<file path="src/rtl/fc_pkg.sv">
package fc_pkg;
   // width of each code field driven to the filter channels
   localparam int FIELD_W = 2;
   // synchronized pin vector layout
   localparam int SIG_W    = 6;
   localparam int IDX_DIN  = 0;
   localparam int IDX_SCK  = 1;
   localparam int IDX_NCS  = 2;
   localparam int IDX_B    = 3;
   localparam int IDX_A    = 4;
   localparam int IDX_MODE = 5;
   // chip select idles high, everything else low
   localparam logic [SIG_W-1:0] SYNC_RST = 6'b000100;
endpackage

</file>
<file path="src/rtl/fc_sync.sv">
module fc_sync #(
   parameter int          W       = 1,
   parameter int          STAGES  = 2,
   parameter logic [W-1:0] RST_VAL = '0
) (
   input  logic         clk,
   input  logic         rst,
   input  logic [W-1:0] d,
   output logic [W-1:0] q
);
   if (STAGES < 0) begin : g_bad_stages
      $error("fc_sync: STAGES must not be negative");
   end

   if (STAGES == 0) begin : g_pass
      // inputs already synchronous to clk
      assign q = d;
   end else begin : g_chain
      logic [W-1:0] st [STAGES];
      always_ff @(posedge clk) begin
         if (rst) begin
            for (int i = 0; i < STAGES; i++) st[i] <= RST_VAL;
         end else begin
            st[0] <= d;
            for (int i = 1; i < STAGES; i++) st[i] <= st[i-1];
         end
      end
      assign q = st[STAGES-1];
   end
endmodule

</file>
<file path="src/rtl/fc_shift.sv">
module fc_shift #(
   parameter int REG_W = 8
) (
   input  logic             clk,
   input  logic             rst,
   input  logic             shift_en,
   input  logic             out_en,
   input  logic             din,
   output logic [REG_W-1:0] sh_q,
   output logic             dout_q
);
   if (REG_W < 2) begin : g_bad_w
      $error("fc_shift: REG_W must be at least 2");
   end

   // MSB-first: new bit enters at bit 0, oldest bit sits at the top
   always_ff @(posedge clk) begin
      if (rst)           sh_q <= '0;
      else if (shift_en) sh_q <= {sh_q[REG_W-2:0], din};
   end

   // output stage updates only on the falling-edge strobe and holds otherwise
   always_ff @(posedge clk) begin
      if (rst)         dout_q <= 1'b0;
      else if (out_en) dout_q <= sh_q[REG_W-1];
   end
endmodule

</file>
<file path="src/rtl/fc_latch.sv">
module fc_latch #(
   parameter int FW = 2
) (
   input  logic          clk,
   input  logic          rst,
   input  logic          load,
   input  logic [FW-1:0] gain_d,
   input  logic [FW-1:0] cut_d,
   output logic [FW-1:0] gain_q,
   output logic [FW-1:0] cut_q
);
   // only the two live fields are held; reserved bits are never stored
   always_ff @(posedge clk) begin
      if (rst) begin
         gain_q <= '0;
         cut_q  <= '0;
      end else if (load) begin
         gain_q <= gain_d;
         cut_q  <= cut_d;
      end
   end
endmodule

</file>
<file path="src/rtl/fltcfg_ctl.sv">
module fltcfg_ctl
   import fc_pkg::*;
#(
   parameter int REG_W       = 8,
   parameter int GAIN_LSB    = 4,
   parameter int CUT_LSB     = 2,
   parameter int NUM_CH      = 2,
   parameter int SYNC_STAGES = 2
) (
   input  logic                      clk,
   input  logic                      rst,
   input  logic                      pin_mode_i,
   input  logic                      cfg_a_i,
   input  logic                      cfg_b_i,
   input  logic                      cfg_c_ncs_i,
   input  logic                      cfg_d_sck_i,
   input  logic                      ser_din_i,
   output logic                      ser_dout_o,
   output logic                      ser_dout_en_o,
   output logic [NUM_CH*FIELD_W-1:0] ch_gain_o,
   output logic [NUM_CH*FIELD_W-1:0] ch_cut_o
);
   localparam int GAIN_MSB = GAIN_LSB + FIELD_W - 1;
   localparam int CUT_MSB  = CUT_LSB + FIELD_W - 1;

   // elaboration-time parameter checks
   if (GAIN_MSB >= REG_W || CUT_MSB >= REG_W) begin : g_bad_field
      $error("fltcfg_ctl: code field lies outside the register");
   end
   if (!(GAIN_LSB > CUT_MSB || CUT_LSB > GAIN_MSB)) begin : g_bad_overlap
      $error("fltcfg_ctl: gain and cutoff fields overlap");
   end
   if (NUM_CH < 1) begin : g_bad_ch
      $error("fltcfg_ctl: NUM_CH must be at least 1");
   end
   if (SYNC_STAGES == 1) begin : g_bad_sync
      $error("fltcfg_ctl: SYNC_STAGES must be 0 or at least 2");
   end

   // pin synchronization
   logic [SIG_W-1:0] raw_v, sync_v;
   assign raw_v[IDX_MODE] = pin_mode_i;
   assign raw_v[IDX_A]    = cfg_a_i;
   assign raw_v[IDX_B]    = cfg_b_i;
   assign raw_v[IDX_NCS]  = cfg_c_ncs_i;
   assign raw_v[IDX_SCK]  = cfg_d_sck_i;
   assign raw_v[IDX_DIN]  = ser_din_i;

   fc_sync #(.W(SIG_W), .STAGES(SYNC_STAGES), .RST_VAL(SYNC_RST)) u_sync (
      .clk (clk),
      .rst (rst),
      .d   (raw_v),
      .q   (sync_v)
   );

   logic mode_s, a_s, b_s, ncs_s, sck_s, din_s;
   assign mode_s = sync_v[IDX_MODE];
   assign a_s    = sync_v[IDX_A];
   assign b_s    = sync_v[IDX_B];
   assign ncs_s  = sync_v[IDX_NCS];
   assign sck_s  = sync_v[IDX_SCK];
   assign din_s  = sync_v[IDX_DIN];

   // edge detection on synchronized chip select and serial clock
   logic ncs_d, sck_d;
   always_ff @(posedge clk) begin
      if (rst) begin
         ncs_d <= 1'b1;
         sck_d <= 1'b0;
      end else begin
         ncs_d <= ncs_s;
         sck_d <= sck_s;
      end
   end

   logic sck_rise, sck_fall, ncs_rise, ser_act;
   logic shift_en, out_en, load;
   assign sck_rise = sck_s & ~sck_d;
   assign sck_fall = ~sck_s & sck_d;
   assign ncs_rise = ncs_s & ~ncs_d;
   assign ser_act  = ~mode_s;
   // shift clock is gated by chip select; the whole serial path is gated by mode
   assign shift_en = ser_act & ~ncs_s & sck_rise;
   assign out_en   = ser_act & ~ncs_s & sck_fall;
   assign load     = ser_act & ncs_rise;

   logic [REG_W-1:0] sh_q;
   fc_shift #(.REG_W(REG_W)) u_shift (
      .clk      (clk),
      .rst      (rst),
      .shift_en (shift_en),
      .out_en   (out_en),
      .din      (din_s),
      .sh_q     (sh_q),
      .dout_q   (ser_dout_o)
   );

   logic [FIELD_W-1:0] gain_q, cut_q;
   fc_latch #(.FW(FIELD_W)) u_latch (
      .clk    (clk),
      .rst    (rst),
      .load   (load),
      .gain_d (sh_q[GAIN_LSB +: FIELD_W]),
      .cut_d  (sh_q[CUT_LSB +: FIELD_W]),
      .gain_q (gain_q),
      .cut_q  (cut_q)
   );

   // reserved bits reach only the output stage
   logic unused_rsv;
   assign unused_rsv = ^sh_q;

   // mode selection
   logic [FIELD_W-1:0] sel_gain, sel_cut;
   assign sel_gain      = mode_s ? {a_s, b_s}       : gain_q;
   assign sel_cut       = mode_s ? {ncs_s, sck_s}   : cut_q;
   assign ser_dout_en_o = ser_act;

   // identical codes fan out to every channel
   for (genvar ch = 0; ch < NUM_CH; ch++) begin : g_ch
      assign ch_gain_o[ch*FIELD_W +: FIELD_W] = sel_gain;
      assign ch_cut_o[ch*FIELD_W +: FIELD_W]  = sel_cut;
   end
endmodule

</file>
<file path="config.mk">
export PLATFORM = sky130hd
export DESIGN_NAME = fltcfg_ctl
export DESIGN_NICKNAME = d
export VERILOG_FILES = /design/src/rtl/fc_pkg.sv /design/src/rtl/fc_sync.sv /design/src/rtl/fc_shift.sv /design/src/rtl/fc_latch.sv /design/src/rtl/fltcfg_ctl.sv
export SDC_FILE = /design/constraint.sdc
export NUM_CORES = 1
export LEC_CHECK = 0
export BUFFER_PORTS_ARGS = -buffer_cell sky130_fd_sc_hd__buf_2
export CAP_MARGIN = 20
export CELL_PAD_IN_SITES_DETAIL_PLACEMENT = 1
export CELL_PAD_IN_SITES_GLOBAL_PLACEMENT = 2
export CORE_ASPECT_RATIO = 1.75
export CORE_MARGIN = 5
export CORE_UTILIZATION = 34
export DETAILED_ROUTE_END_ITERATION = 8
export PLACE_DENSITY = 0.76
export SLEW_MARGIN = 0
export SYNTH_ARGS = -nofsm -noshare
export SYNTH_HDL_FRONTEND = slang
export SYNTH_SLANG_ARGS = --single-unit
export TNS_END_PERCENT = 1
</file>
<file path="constraint.sdc">
create_clock -name clk -period 1.66 [get_ports clk]
set_input_delay 0.083 -clock clk [delete_from_list [all_inputs] [get_ports clk]]
set_output_delay 0.083 -clock clk [all_outputs]
set_load 0.03 [all_outputs]
</file>
==> results.ini <==
[outcome]
outcome=finished, final reports clean

[yosys]
syn_area_per_cell_um2=11.7
synthFlopType=dfxtp_1
syn_area_um2=1010
synth_cell_types=15
synth_nets=94
yosys_warnings=0
synth_seq_cells=27
ys_top_cells_by_area=dfxtp_1 54%, mux2i_1 13%, nand2b_1 8.7%, nor2b_1 6.8%, mux2_2 4.5%
synth.most_common_cell=dfxtp_1
yosysTopAreaCellShare_pct=53.7
synthTopCellsByCount=27 x dfxtp_1, 14 x nand2b_1, 13 x mux2i_1
synth_top_cell_by_area=dfxtp_1
syn_inst=86
synth_edf_count=0
synth-async-reset-ratio_pct=0
ys_seq_area_share_pct=53.7

[sta]
tightestPinTransition_ns=0.541
report.final.slew_viol_count=0
whs_ns=0.0181
tns_ns=0
period_share_pct=90.1
fmax_mhz=669
rsz0062_at_grt=no
hold_viol=0
setup-violations-final=0
min_period_ns=1.50
max-slew-margin-rel_pct=63.8
skew_ns=0.00208

[floorplan]
num_rows=26
core_area_um2=2900
die_x_um=51.1
io_pins=18
start_util_pct=34.8
dieArea_um2=4190
die-height_um=82

[setup_path]
r2r-start=u_sync.g_chain.st[0][11]$_SDFF_PP0_
crit_path_start_kind=flip-flop
regToRegSetupSlack_ns=0.34
critPathMaxFanout=9
r2r_cells=2
startpoint=u_sync.g_chain.st[0][11]$_SDFF_PP0_
crit_type=flip-flop to output pin
rr_endpoint=u_shift.sh_q[5]$_SDFFE_PP0P_
required_ns=1.58
cp-end-kind=output pin
worstPathArrival_ns=1.41

[cts]
clock_latency_ns=0.26
cts_tree=built
clockRootBuffer=clkbuf_8
clockBufferDepth=2
cts_resized=0
numCtsBuffers=3
clk_pin_slew_worst_paths_ns=0.09
cts_sinks=27
htreeDepth=1

[power]
p_per_area_nw_per_um2=960
p_leak_nw=0.479
irDropWorstVdd_uv=495

[layout]
n_antenna_cell=0
fin_area_um2=1130
finalNetCount=108
syn_to_final_growth_pct=11.8
fillCellCount=338
layout-drive-gt1-share_pct=30.3
fin_util_pct=38.9

[worst_hold_path]
worstHoldEndpoint=u_sync.g_chain.st[0][0]$_SDFF_PP0_
hold_class=input port to flip-flop
min_path_cells=2
hold_start=ser_din_i

[global_routing]
grt_max_degree=29
grt_pass1_wl_mm=2.70
grt_usage_pct=8.52
grt_pass1_vias=667
overflow=0
antenna_found_initial=0

[routing]
wl_per_cell_um=12.2
routed_wl_mm=1.56
firstDrtPassIters=2
antenna_left=0
drt_iter0_drc=3
drc_errors=0
vias_per_cell=4.81
vias=611

[placed_design]
dpl_cell_area_um2=1070
gp_congestion=0.665
port_buffers=17

[flow_run]
maxCapViolations=0

flip-flops by register name, summed over array words and instances (netlist names):
signal,flops
u_latch.cut_q,2
u_latch.gain_q,2
u_shift.sh_q,8
u_sync.g_chain.st,12
u_shift.dout_q,1
ncs_d,1
sck_d,1
placed cells by master (no fill, tap or decap), types with 3 or more instances in the layout:
master | Yosys | layout
buf_2 | 0 | 17
clkbuf_8 | 0 | 3
dfxtp_1 | 27 | 27
mux2_2 | 4 | 4
mux2i_1 | 13 | 13
nand2b_1 | 14 | 14
nor2b_1 | 11 | 11
or2_2 | 3 | 3
area by class of cell:
| class | instances | area, µm² | area share [%] |
|---|---|---|---|
| clock buffers | 3 | 41.3 | 3.67 |
| multi-input cells | 49 | 405 | 36.0 |
| flip-flops and latches | 27 | 541 | 48.0 |
| well taps | 28 | 35.0 | 3.11 |
| inverters | 1 | 3.75 | 0.333 |
| clock inverters | 1 | 5.00 | 0.444 |
| repair buffers | 18 | 95.1 | 8.44 |
how the worst max path moves through the flow:
stage,depth (start not counted),endpoint
CTS,2,ch_gain_o[1]
global placement,2,u_shift.sh_q[1]$_SDFFE_PP0P_
detailed placement,2,u_shift.sh_q[1]$_SDFFE_PP0P_
finish,2,ch_cut_o[1]
floorplan,3,u_shift.sh_q[3]$_SDFFE_PP0P_
global route,2,ch_cut_o[1]
worst max-delay path, cell delays in order, from the launching register on:
cell and delay [ns]:
dfxtp_1 0.57, mux2_2 0.39, buf_2 0.18
metrics by stage:
step	instances	setup WS, ns	total power [mW]
2_1_floorplan	86	0.482	0.728
3_3_place_gp	122	0.387	0.738
3_5_place_dp	122	0.325	0.741
4_1_cts	127	0.154	1.10
5_1_grt	127	0.0958	1.13
6_report	127	0.165	1.08
metal layers:
metal  wire [µm]  track usage [%]  vias to the layer above  share of wire, %
met5           0                0                        -                 0
met4          19             5.66                        0               1.2
li1            -                -                      301                 -
met2         824             15.2                       13                53
met3          69             1.63                        2               4.4
met1         642             8.81                      295                41
logic make-up (layout without fill, tap and decap cells):
group,count (synthesis),after routing,synth area share [%]
and+or+nand+nor,32,32,22.9
DFF,27,27,53.7
muxes,17,17,17.4
buffers and inverters,10,23,6.09
power by group:
group	switching, mW	total [mW]	internal, mW
combinational	0.0256	0.0545	0.0290
sequential	0.00871	0.671	0.662
clock	0.188	0.356	0.168
total	0.223	1.08	0.859
what timing repair did:
| item | 4_1_cts | 5_1_grt |
|---|---|---|
| buffers inserted | 0 | 0 |
| hold endpoints to repair | 1 | 0 |
| hold buffers | 1 | 0 |
No activity file was read; power rests on OpenSTA's default activity.
